**config.mk**
```make
export PLATFORM = sky130hd
export DESIGN_NAME = burst_addr_seq
export DESIGN_NICKNAME = d
export VERILOG_FILES = /design/src/rtl/burst_seq_pkg.sv /design/src/rtl/burst_cfg_decode.sv /design/src/rtl/burst_addr_map.sv /design/src/rtl/burst_wait_drive.sv /design/src/rtl/burst_addr_seq.sv
export SDC_FILE = /design/constraint.sdc
export NUM_CORES = 1
export LEC_CHECK = 0
export ABC_AREA = 0
export BUFFER_PORTS_ARGS = -buffer_cell sky130_fd_sc_hd__buf_2
export CAP_MARGIN = 20
export CORE_MARGIN = 5
export CORE_UTILIZATION = 50
export DETAILED_ROUTE_END_ITERATION = 6
export GPL_ROUTABILITY_DRIVEN = 0
export PLACE_DENSITY = 0.78
export SLEW_MARGIN = 20
export SYNTH_ARGS = -nofsm -noshare
export SYNTH_HDL_FRONTEND = slang
export SYNTH_HIERARCHICAL = 1
export SYNTH_SLANG_ARGS = --single-unit
```
**constraint.sdc**
```tcl
create_clock -name clk -period 5.6 [get_ports clk]
set_clock_uncertainty 0.1 [all_clocks]
set_input_delay 1.12 -clock clk [delete_from_list [all_inputs] [get_ports clk]]
set_output_delay 1.12 -clock clk [all_outputs]
set_load 0.005 [all_outputs]
```
**src/rtl/burst_seq_pkg.sv**
```systemverilog
package burst_seq_pkg;

  typedef enum logic [1:0] {LEN_4, LEN_8, LEN_CONT} len_e;

  typedef enum logic [1:0] {PH_IDLE, PH_LAT, PH_DATA} phase_e;

  typedef struct packed {
    logic [2:0] lat;
    logic       wait_high;
    logic       wait_early;
    logic       interleave;
    logic       linear;
    len_e       len;
  } cfg_t;

  // low-order address bits that move inside a fixed burst
  function automatic logic [2:0] len_mask(len_e l);
    case (l)
      LEN_4:   return 3'd3;
      LEN_8:   return 3'd7;
      default: return 3'd0;
    endcase
  endfunction

endpackage

```
**src/rtl/burst_cfg_decode.sv**
```systemverilog
module burst_cfg_decode
  import burst_seq_pkg::*;
(
  input  logic [15:0] raw,
  output logic        async_rd,
  output cfg_t        dec
);

  logic unused_cfg_bits;
  assign unused_cfg_bits = ^{raw[14], raw[9], raw[6:4]};

  assign async_rd = raw[15];

  always_comb begin
    dec.lat        = (raw[13:11] == 3'd0) ? 3'd1 : raw[13:11];
    dec.wait_high  = raw[10];
    dec.wait_early = raw[8];
    dec.interleave = ~raw[7];
    dec.linear     = raw[3];
    case (raw[2:0])
      3'b001:  dec.len = LEN_4;
      3'b010:  dec.len = LEN_8;
      default: dec.len = LEN_CONT;
    endcase
  end

endmodule

```
**src/rtl/burst_addr_map.sv**
```systemverilog
module burst_addr_map
  import burst_seq_pkg::*;
#(
  parameter int AW = 21
) (
  input  logic [AW-1:0] start,
  input  logic [AW-1:0] beat,
  input  cfg_t          mode,
  output logic [AW-1:0] addr
);

  function automatic logic [AW-1:0] map_addr(logic [AW-1:0] s, logic [AW-1:0] n, cfg_t c);
    logic [AW-1:0] m;
    m = {{(AW-3){1'b0}}, len_mask(c.len)};
    if (c.len == LEN_CONT) return s + n;
    if (c.interleave)      return (s & ~m) | ((s ^ n) & m);
    if (c.linear)          return s + n;
    return (s & ~m) | ((s + n) & m);
  endfunction

  assign addr = map_addr(start, beat, mode);

endmodule

```
**src/rtl/burst_wait_drive.sv**
```systemverilog
module burst_wait_drive (
  input  logic now_w,
  input  logic next_w,
  input  logic early,
  input  logic act_high,
  output logic pin
);

  logic w;
  assign w   = early ? next_w : now_w;
  assign pin = act_high ? w : ~w;

endmodule

```
**src/rtl/burst_addr_seq.sv**
```systemverilog
module burst_addr_seq
  import burst_seq_pkg::*;
#(
  parameter int AW       = 21,
  parameter int BOUNDARY = 64,
  parameter int ZONE     = 4
) (
  input  logic          clk,
  input  logic          rst_n,
  input  logic [15:0]   cfg,
  input  logic          addr_latch,
  input  logic [AW-1:0] start_addr,
  input  logic          advance,
  output logic [AW-1:0] word_addr,
  output logic          data_valid,
  output logic          burst_wait
);

  localparam int OFFW       = $clog2(BOUNDARY);
  localparam int WW         = $clog2(ZONE);
  localparam int ZONE_START = BOUNDARY - ZONE;
  localparam cfg_t CFG_RST  = '{lat: 3'd1, wait_high: 1'b1, wait_early: 1'b0,
                                interleave: 1'b0, linear: 1'b0, len: LEN_4};

  function automatic logic [WW-1:0] waits_for(logic [OFFW-1:0] off);
    if (off > OFFW'(ZONE_START)) return WW'(off - OFFW'(ZONE_START));
    return '0;
  endfunction

  logic          cfg_async;
  cfg_t          cfg_live, cfg_q, cfg_n;
  phase_e        phase, phase_n;
  logic [2:0]    lat_cnt, lat_n;
  logic [AW-1:0] beat, beat_n, start_q, start_n;
  logic [WW-1:0] wait_left, wl_n;

  // named internal events
  logic          beat_step, burst_done, boundary_hit, lin_q;
  logic [AW-1:0] cross_beat, last_beat, blk_mask;
  logic [WW-1:0] edge_waits;
  logic          wait_now, wait_next;

  burst_cfg_decode u_dec (.raw(cfg), .async_rd(cfg_async), .dec(cfg_live));

  assign lin_q      = (cfg_q.len == LEN_CONT) || (!cfg_q.interleave && cfg_q.linear);
  assign edge_waits = waits_for(start_q[OFFW-1:0]);
  assign cross_beat = AW'(BOUNDARY) - AW'(start_q[OFFW-1:0]);
  assign blk_mask   = {{(AW-3){1'b0}}, len_mask(cfg_q.len)};
  assign last_beat  = blk_mask;

  always_comb begin
    phase_n = phase; lat_n = lat_cnt; beat_n = beat; wl_n = wait_left;
    start_n = start_q; cfg_n = cfg_q;
    beat_step = 1'b0; burst_done = 1'b0; boundary_hit = 1'b0;
    if (addr_latch && !cfg_async) begin
      phase_n = (cfg_live.lat == 3'd1) ? PH_DATA : PH_LAT;
      lat_n   = cfg_live.lat - 3'd1;
      beat_n  = '0;
      wl_n    = '0;
      start_n = start_addr;
      cfg_n   = cfg_live;
    end else if (advance) begin
      case (phase)
        PH_LAT: begin
          if (lat_cnt <= 3'd1) phase_n = PH_DATA;
          else lat_n = lat_cnt - 3'd1;
        end
        PH_DATA: begin
          if (wait_left != '0) begin
            wl_n = wait_left - 1'b1;
          end else if (cfg_q.len != LEN_CONT && beat == last_beat) begin
            phase_n    = PH_IDLE;
            burst_done = 1'b1;
          end else begin
            beat_n    = beat + 1'b1;
            beat_step = 1'b1;
            if (lin_q && beat_n == cross_beat && edge_waits != '0) begin
              wl_n         = edge_waits;
              boundary_hit = 1'b1;
            end
          end
        end
        default: ;
      endcase
    end
  end

  always_ff @(posedge clk or negedge rst_n) begin
    if (!rst_n) begin
      phase     <= PH_IDLE;
      lat_cnt   <= '0;
      beat      <= '0;
      wait_left <= '0;
      start_q   <= '0;
      cfg_q     <= CFG_RST;
    end else begin
      phase     <= phase_n;
      lat_cnt   <= lat_n;
      beat      <= beat_n;
      wait_left <= wl_n;
      start_q   <= start_n;
      cfg_q     <= cfg_n;
    end
  end

  assign wait_now   = (phase == PH_DATA) && (wait_left != '0);
  assign wait_next  = (phase_n == PH_DATA) && (wl_n != '0);
  assign data_valid = (phase == PH_DATA) && (wait_left == '0);

  burst_addr_map #(.AW(AW)) u_map (
    .start(start_q), .beat(beat), .mode(cfg_q), .addr(word_addr)
  );

  burst_wait_drive u_wait (
    .now_w(wait_now), .next_w(wait_next), .early(cfg_q.wait_early),
    .act_high(cfg_q.wait_high), .pin(burst_wait)
  );

  // a frozen burst shows the same word
  assert_hold_R11: assert property (@(posedge clk) disable iff (!rst_n)
    (phase == PH_DATA && !advance && !addr_latch) |=> ($stable(word_addr) && $stable(data_valid)));

  // asynchronous mode leaves an idle sequencer idle
  assert_async_ignore_R2: assert property (@(posedge clk) disable iff (!rst_n)
    (phase == PH_IDLE && addr_latch && cfg[15]) |=> !data_valid);

  // the first beat presents the latched start address
  assert_first_addr_R3: assert property (@(posedge clk) disable iff (!rst_n)
    (phase == PH_DATA && beat == '0) |-> (word_addr == start_q));

  // wrapping and interleaved fixed bursts never leave their block
  assert_in_block_R4: assert property (@(posedge clk) disable iff (!rst_n)
    (data_valid && cfg_q.len != LEN_CONT && !lin_q) |-> (((word_addr ^ start_q) & ~blk_mask) == '0));

  // an in-cycle WAIT never coincides with valid data
  assert_wait_excl_R8: assert property (@(posedge clk) disable iff (!rst_n)
    (burst_wait == cfg_q.wait_high && !cfg_q.wait_early) |-> !data_valid);

endmodule

```
==> flow_summary_export.csv, run 1 <==
group,metric,value,unit
floorplan,die_area,11800,µm²
power,pwr-share-clk,20.9,%
clocking,clk_pin_slew,0.10,ns
final_layout,fin_area,5250,µm²
placed_design,placed_area,5130,µm²
clocking,clockBufferDepth,2,
power,power.switching,0.445,mW
sta,period_share,88.3,%
sta,final_max_slew_viol_count,0,
global_route,grt.overflow.total,0,
floorplan,io_pins,64,
final_layout,antenna_cells,0,
setup_path,worstRegToRegCells,8,
sta,setup_viol,0,
route,ant_nets,0,
setup_path,end_kind,"primary output",
clocking,cts_setup_buffers,0,
floorplan,die_h,109,µm
power,sequentialPowerShare,41.7,%
yosys,syn_area_per_cell,7.84,µm²
min_path,holdCritStartpoint,"cfg_q[5]",
global_route,grt_pass1_vias,4380,
final_layout,nets,716,
global_route,grt_pass1_wl,20500,µm
setup_path,critPathBufInv,1,
setup_path,critPathArrivalTime,3.73,ns
route,vias,4547,
setup_path,crit_fanout,10,
route,drt-pass1-iter-count,7,
clocking,ctsResizeCount,0,
placed_design,pre_cts_slack,0.984,ns
min_path,whs_endpoint,"cfg_q[5]",
setup_path,timing.rr.start,"beat[0]",
job,cap_violations,0,
setup_path,r2r_end,"wait_left[1]",
power,total_power,1.20,mW
sta,tns,0,ns
sta,hold_viol_final,0,
route,drc_errors,0,
sta,rsz0062_at_grt,"no",
power,p_int,0.752,mW
sta,max_slew_margin,43.1,%
setup_path,worstPathCellList,"ha_1, nand4_1, nor2_1, nand4_1, mux2i_1, a2111o_1, or4_4, a211oi_2, mux2i_1, xor2_1, buf_2",
global_route,grt_max_degree,60,
placed_design,post-dp-hpwl,8740,µm
setup_path,critPathMaxStageDelay,0.58,ns
sta,worst_slack,0.654,ns
floorplan,die_x,109,µm
route,drt_wl_total,12300,µm
power,p_leak,2.50,nW
clocking,cts_buffers,5,
yosys,synth_cells,619,
setup_path,critPathRequiredTime,4.38,ns
outcome,status,"finished clean",
clocking,clkSinkCount,55,
route,avgRoutedWirePerCell,15.7,µm
route,first_iter_violations,218,
setup_path,path_class,"reg -> out",
clocking,hold_buffers,0,
power,peakVddDrop,0.186,mV
placed_design,numPortBuffers,58,
yosys,ys_warn_count,6,
min_path,whs_path_depth,2,
setup_path,cp_top_family,"simple AND/OR/NAND/NOR gates",
final_layout,syn2layout_area_growth,8.10,%
global_route,antenna_found_initial,0,
global_route,grt_util_all_layers,21.2,%
yosys,synth_nets,689,
floorplan,fp-row-count,36,
yosys,netlist_area,4850,µm²
power,power.share.combinational,37.4,%
sta,max_freq,202,MHz
power,switching_share,37.2,%
clocking,cts_max_level,2,
setup_path,slowest_stage,"dfrtp_1",
setup_path,reg2reg_slack,2.41,ns
floorplan,start_util,50.3,%
sta,worst_pin_slew,0.854,ns
sta,hold_ws,0.372,ns
route,via_per_inst,5.83,
clocking,clock_latency,0.32,ns
setup_path,start_kind,"flip-flop",
min_path,min_path_type,"reg -> reg",
sta,fin_crit,4.95,ns
clocking,cts_tree,"yes",
floorplan,core-area,9640,µm²
power,power_density,228,nW/µm²
final_layout,layout-drive-gt1-share,16.2,%
clocking,clock-root-buffer,"clkbuf_8",
power groups by stage:
stage,Combinational (mW),Sequential [mW],Clock (mW)
3_5_place_dp,0.442,0.505,0
6_report,0.448,0.499,0.250
4_1_cts,0.445,0.498,0.252
2_1_floorplan,0.323,0.485,0
5_1_grt,0.503,0.507,0.267
3_3_place_gp,0.420,0.501,0
worst register-to-register path: cells and delay by family (launching register included):
family / cells / cell delay (ns)
simple gates: 4 / 1.34
mux: 1 / 0.18
flops: 1 / 0.58
compound gates: 2 / 0.57
fa+ha+maj: 1 / 0.32
stage by stage:
stage,utilization [%],instances
after floorplan,-,619
after global placement,53.3,771
after CTS,54.3,779
after detailed placement,53.3,771
after global routing,54.4,780
final,54.4,780
sequential cells by signal, summed over array words and instances (netlist names):
| register | flops |
|---|---|
| wait_left | 2 |
| cfg_q | 6 |
| lat_cnt | 3 |
| phase | 2 |
| beat | 21 |
| start_q | 21 |
worst max-delay path by stage:
stage / from / end / cells after the start
2_1_floorplan: advance / burst_wait / 9
3_3_place_gp: advance / burst_wait / 11
3_5_place_dp: advance / burst_wait / 11
4_1_cts: beat[1] / burst_wait / 11
5_1_grt: beat[0] / burst_wait / 11
6_report: beat[0] / burst_wait / 11
cell usage in the layout (no fill, tap or decap), drive strengths merged, types with 4 or more instances in the layout:
cell type and count:
nand4 16, nor2 56, clkbuf 8, nor2b 4, a211oi 6, a21o 8
nand3 13, o211ai 6, nor3 24, dfrtp 54, ha 28, and3 13
or3 11, o2111ai 5, mux2i 8, xor2 16, buf 63, o21ai 33
inv 22, nor4b 4, a21oi 38, nand2b 7, nor4 6, a31oi 5
nand2 114, and2 9, xnor2 25
cell type report:
type,instances,area [µm²]
Inverter,22,82.6
Timing Repair Buffer,63,332
Clock buffer,8,100
Tap cell,133,166
Multi-Input combinational cell,499,3190
Fill cell,942,4390
Sequential cell,55,1380
routing by layer:
layer	GRT usage (%)	vias to the layer above	routed length (µm)
met5	0	-	0
met4	5.59	0	272
met3	2.57	29	609
met2	36.8	151	5970
met1	27.9	2142	5430
li1	-	2225	-
Power figures use the tool's default switching activity.
==> inputs of run 2 (changes only) <==
clock period = 6.2 ns   (was 5.6 ns; I/O delays follow)
==> run 2 against run 1 <==
Worst hold slack is essentially flat. Wire length fell by 2.6%. Setup slack gained 0.54 ns. Cell area grew 0.33%. Non-clock buffer count did not move. Die area is the same. Global-route usage fell by 0.39 points. Clock-buffer cell count decreased by 2. Via count about the same. Clock power hardly changed. Critical path type unchanged. Critical endpoint unchanged. Highest routed layer unchanged.
==> flow_summary_export.csv, run 2 (synthesized netlist as in run 1, its figures left out) <==
group,metric,value,unit
sta,rsz0062_at_grt,"no",
route,routed.top_layer,"met4",
floorplan,io_pins,64,
floorplan,core-area,9640,µm²
sta,period_share,80.7,%
clocking,clock-root-buffer,"clkbuf_8",
route,via_per_inst,5.82,
clocking,hold_buffers,0,
clocking,cts_setup_buffers,0,
setup_path,cp_top_family,"simple AND/OR/NAND/NOR gates",
route,drt-pass1-iter-count,5,
final_layout,reg_top3,"beat x21, start_q x21, cfg_q x6",
placed_design,pre_cts_slack,1.39,ns
final_layout,nets,716,
final_layout,final_cell_mix,"nand2_1, buf_2, nor2_1, dfrtp_1, a21oi_1",
sta,worst_slack,1.19,ns
job,cap_violations,0,
clocking,clkSinkCount,55,
route,wl_met1,5190,µm
sta,max_freq,200,MHz
setup_path,critPathMaxStageDelay,0.55,ns
route,vias,4543,
sta,max_slew_margin,41.8,%
sta,hold_viol_final,0,
setup_path,reg2reg_slack,3.08,ns
floorplan,die_x,109,µm
setup_path,start_kind,"flip-flop",
global_route,grt_util_all_layers,20.8,%
setup_path,critPathBufInv,1,
clocking,cts_buffers,5,
clocking,ctsResizeCount,0,
clocking,clk_pin_slew,0.10,ns
placed_design,post-dp-hpwl,8710,µm
sta,hold_ws,0.372,ns
clocking,clockBufferDepth,2,
setup_path,end_kind,"primary output",
final_layout,layout-drive-gt1-share,16.4,%
placed_design,numPortBuffers,58,
global_route,antenna_found_initial,0,
final_layout,final_common_cell,"nand2_1",
final_layout,syn2layout_area_growth,8.46,%
setup_path,worstPathCellList,"ha_1, nand4_1, nor2_1, nand4_1, mux2i_1, a2111o_1, or4_4, a211oi_2, mux2i_1, xor2_1, buf_2",
route,wl_met2,5980,µm
route,first_iter_violations,225,
outcome,status,"finished clean",
power,power_density,210,nW/µm²
floorplan,die_area,11800,µm²
setup_path,critPathArrivalTime,3.67,ns
setup_path,slowest_stage,"dfrtp_1",
global_route,grt_pass1_wl,20000,µm
setup_path,critPathRequiredTime,4.86,ns
route,route.met3.wl,588,µm
final_layout,num-fill-cells,938,
route,ant_nets,0,
sta,tns,0,ns
floorplan,fp-row-count,36,
sta,fin_crit,5.01,ns
route,avgRoutedWirePerCell,15.3,µm
power,peakVddDrop,0.137,mV
power,p_leak,2.51,nW
route,drt_wl_total,12000,µm
floorplan,start_util,50.3,%
global_route,grt_max_degree,60,
route,drc_errors,0,
global_route,grt_pass1_vias,4392,
min_path,min_path_type,"reg -> reg",
floorplan,die_h,109,µm
final_layout,seq_area,1380,µm²
clocking,clock_latency,0.31,ns
setup_path,crit_fanout,10,
final_layout,antenna_cells,0,
sta,setup_viol,0,
clocking,cts_max_level,2,
setup_path,path_class,"reg -> out",
sta,worst_pin_slew,0.873,ns
global_route,grt.overflow.total,0,
clocking,cts_tree,"yes",
final_layout,multi_input_comb_area,3190,µm²
sta,final_max_slew_viol_count,0,
==> run 2: cell types whose count changed in the layout (fill, tap and decap cells not counted) <==
cell | before | now
bufinv_16 | 0 | 1
clkinv_2 | 0 | 1
clkbuf_8 | 7 | 6
clkbuf_1 | 1 | 0
==> run 2: per-stage QoR <==
| step | utilization [%] | power [mW] | std cells | area [µm²] |
|---|---|---|---|---|
| global placement | 53.3 | 0.832 | 771 | 5130 |
| detailed placement | 53.3 | 0.857 | 771 | 5130 |
| finish | 54.6 | 1.10 | 780 | 5260 |
| floorplan | - | 0.730 | 619 | 4850 |
| CTS | 54.5 | 1.11 | 779 | 5250 |
| global route | 54.6 | 1.18 | 780 | 5260 |
==> run 2: report_power, final <==
| group | total (mW) | switching, mW | internal [mW] |
|---|---|---|---|
| Combinational | 0.401 | 0.224 | 0.177 |
| Clock | 0.253 | 0.122 | 0.131 |
| Sequential | 0.451 | 0.0510 | 0.399 |
| Total | 1.10 | 0.397 | 0.707 |
==> run 2: worst register-to-register path: stages, from the launching register on <==
cell      delay, ns
dfrtp_1        0.55
ha_1           0.32
nand4_1        0.17
nor2_1         0.44
nand4_1        0.26
mux2i_1        0.18
a2111o_1       0.34
or4_4          0.47
o41ai_2        0.21
==> run 2: path summary, 6_finish.rpt <==
| kind | startpoint | end | cells past startpoint |
|---|---|---|---|
| max | beat[0] | burst_wait | 11 |
| min | cfg_q[5] | cfg_q[5] | 2 |
| max reg2reg | beat[0] | wait_left[1] | 8 |
| min reg2reg | cfg_q[5] | cfg_q[5] | 2 |
| max in group asynchronous | rst_n | beat[5] | 2 |
| min in group asynchronous | rst_n | phase[0] | 2 |
==> run 2: area by class of cell <==
class	instances	share of cell area, %
timing repair buffer	63	6.30
sequential	55	26.2
clock buffer	6	1.57
tap	133	3.16
inverter	22	1.57
clock inverter	2	0.666
multi-input combinational	499	60.6
==> run 2: layer usage <==
layer  track usage [%]  up-vias
li1                  -     2224
met1              26.4     2157
met2              36.6      134
met3              3.16       28
met4              5.77        0
met5                 0        -
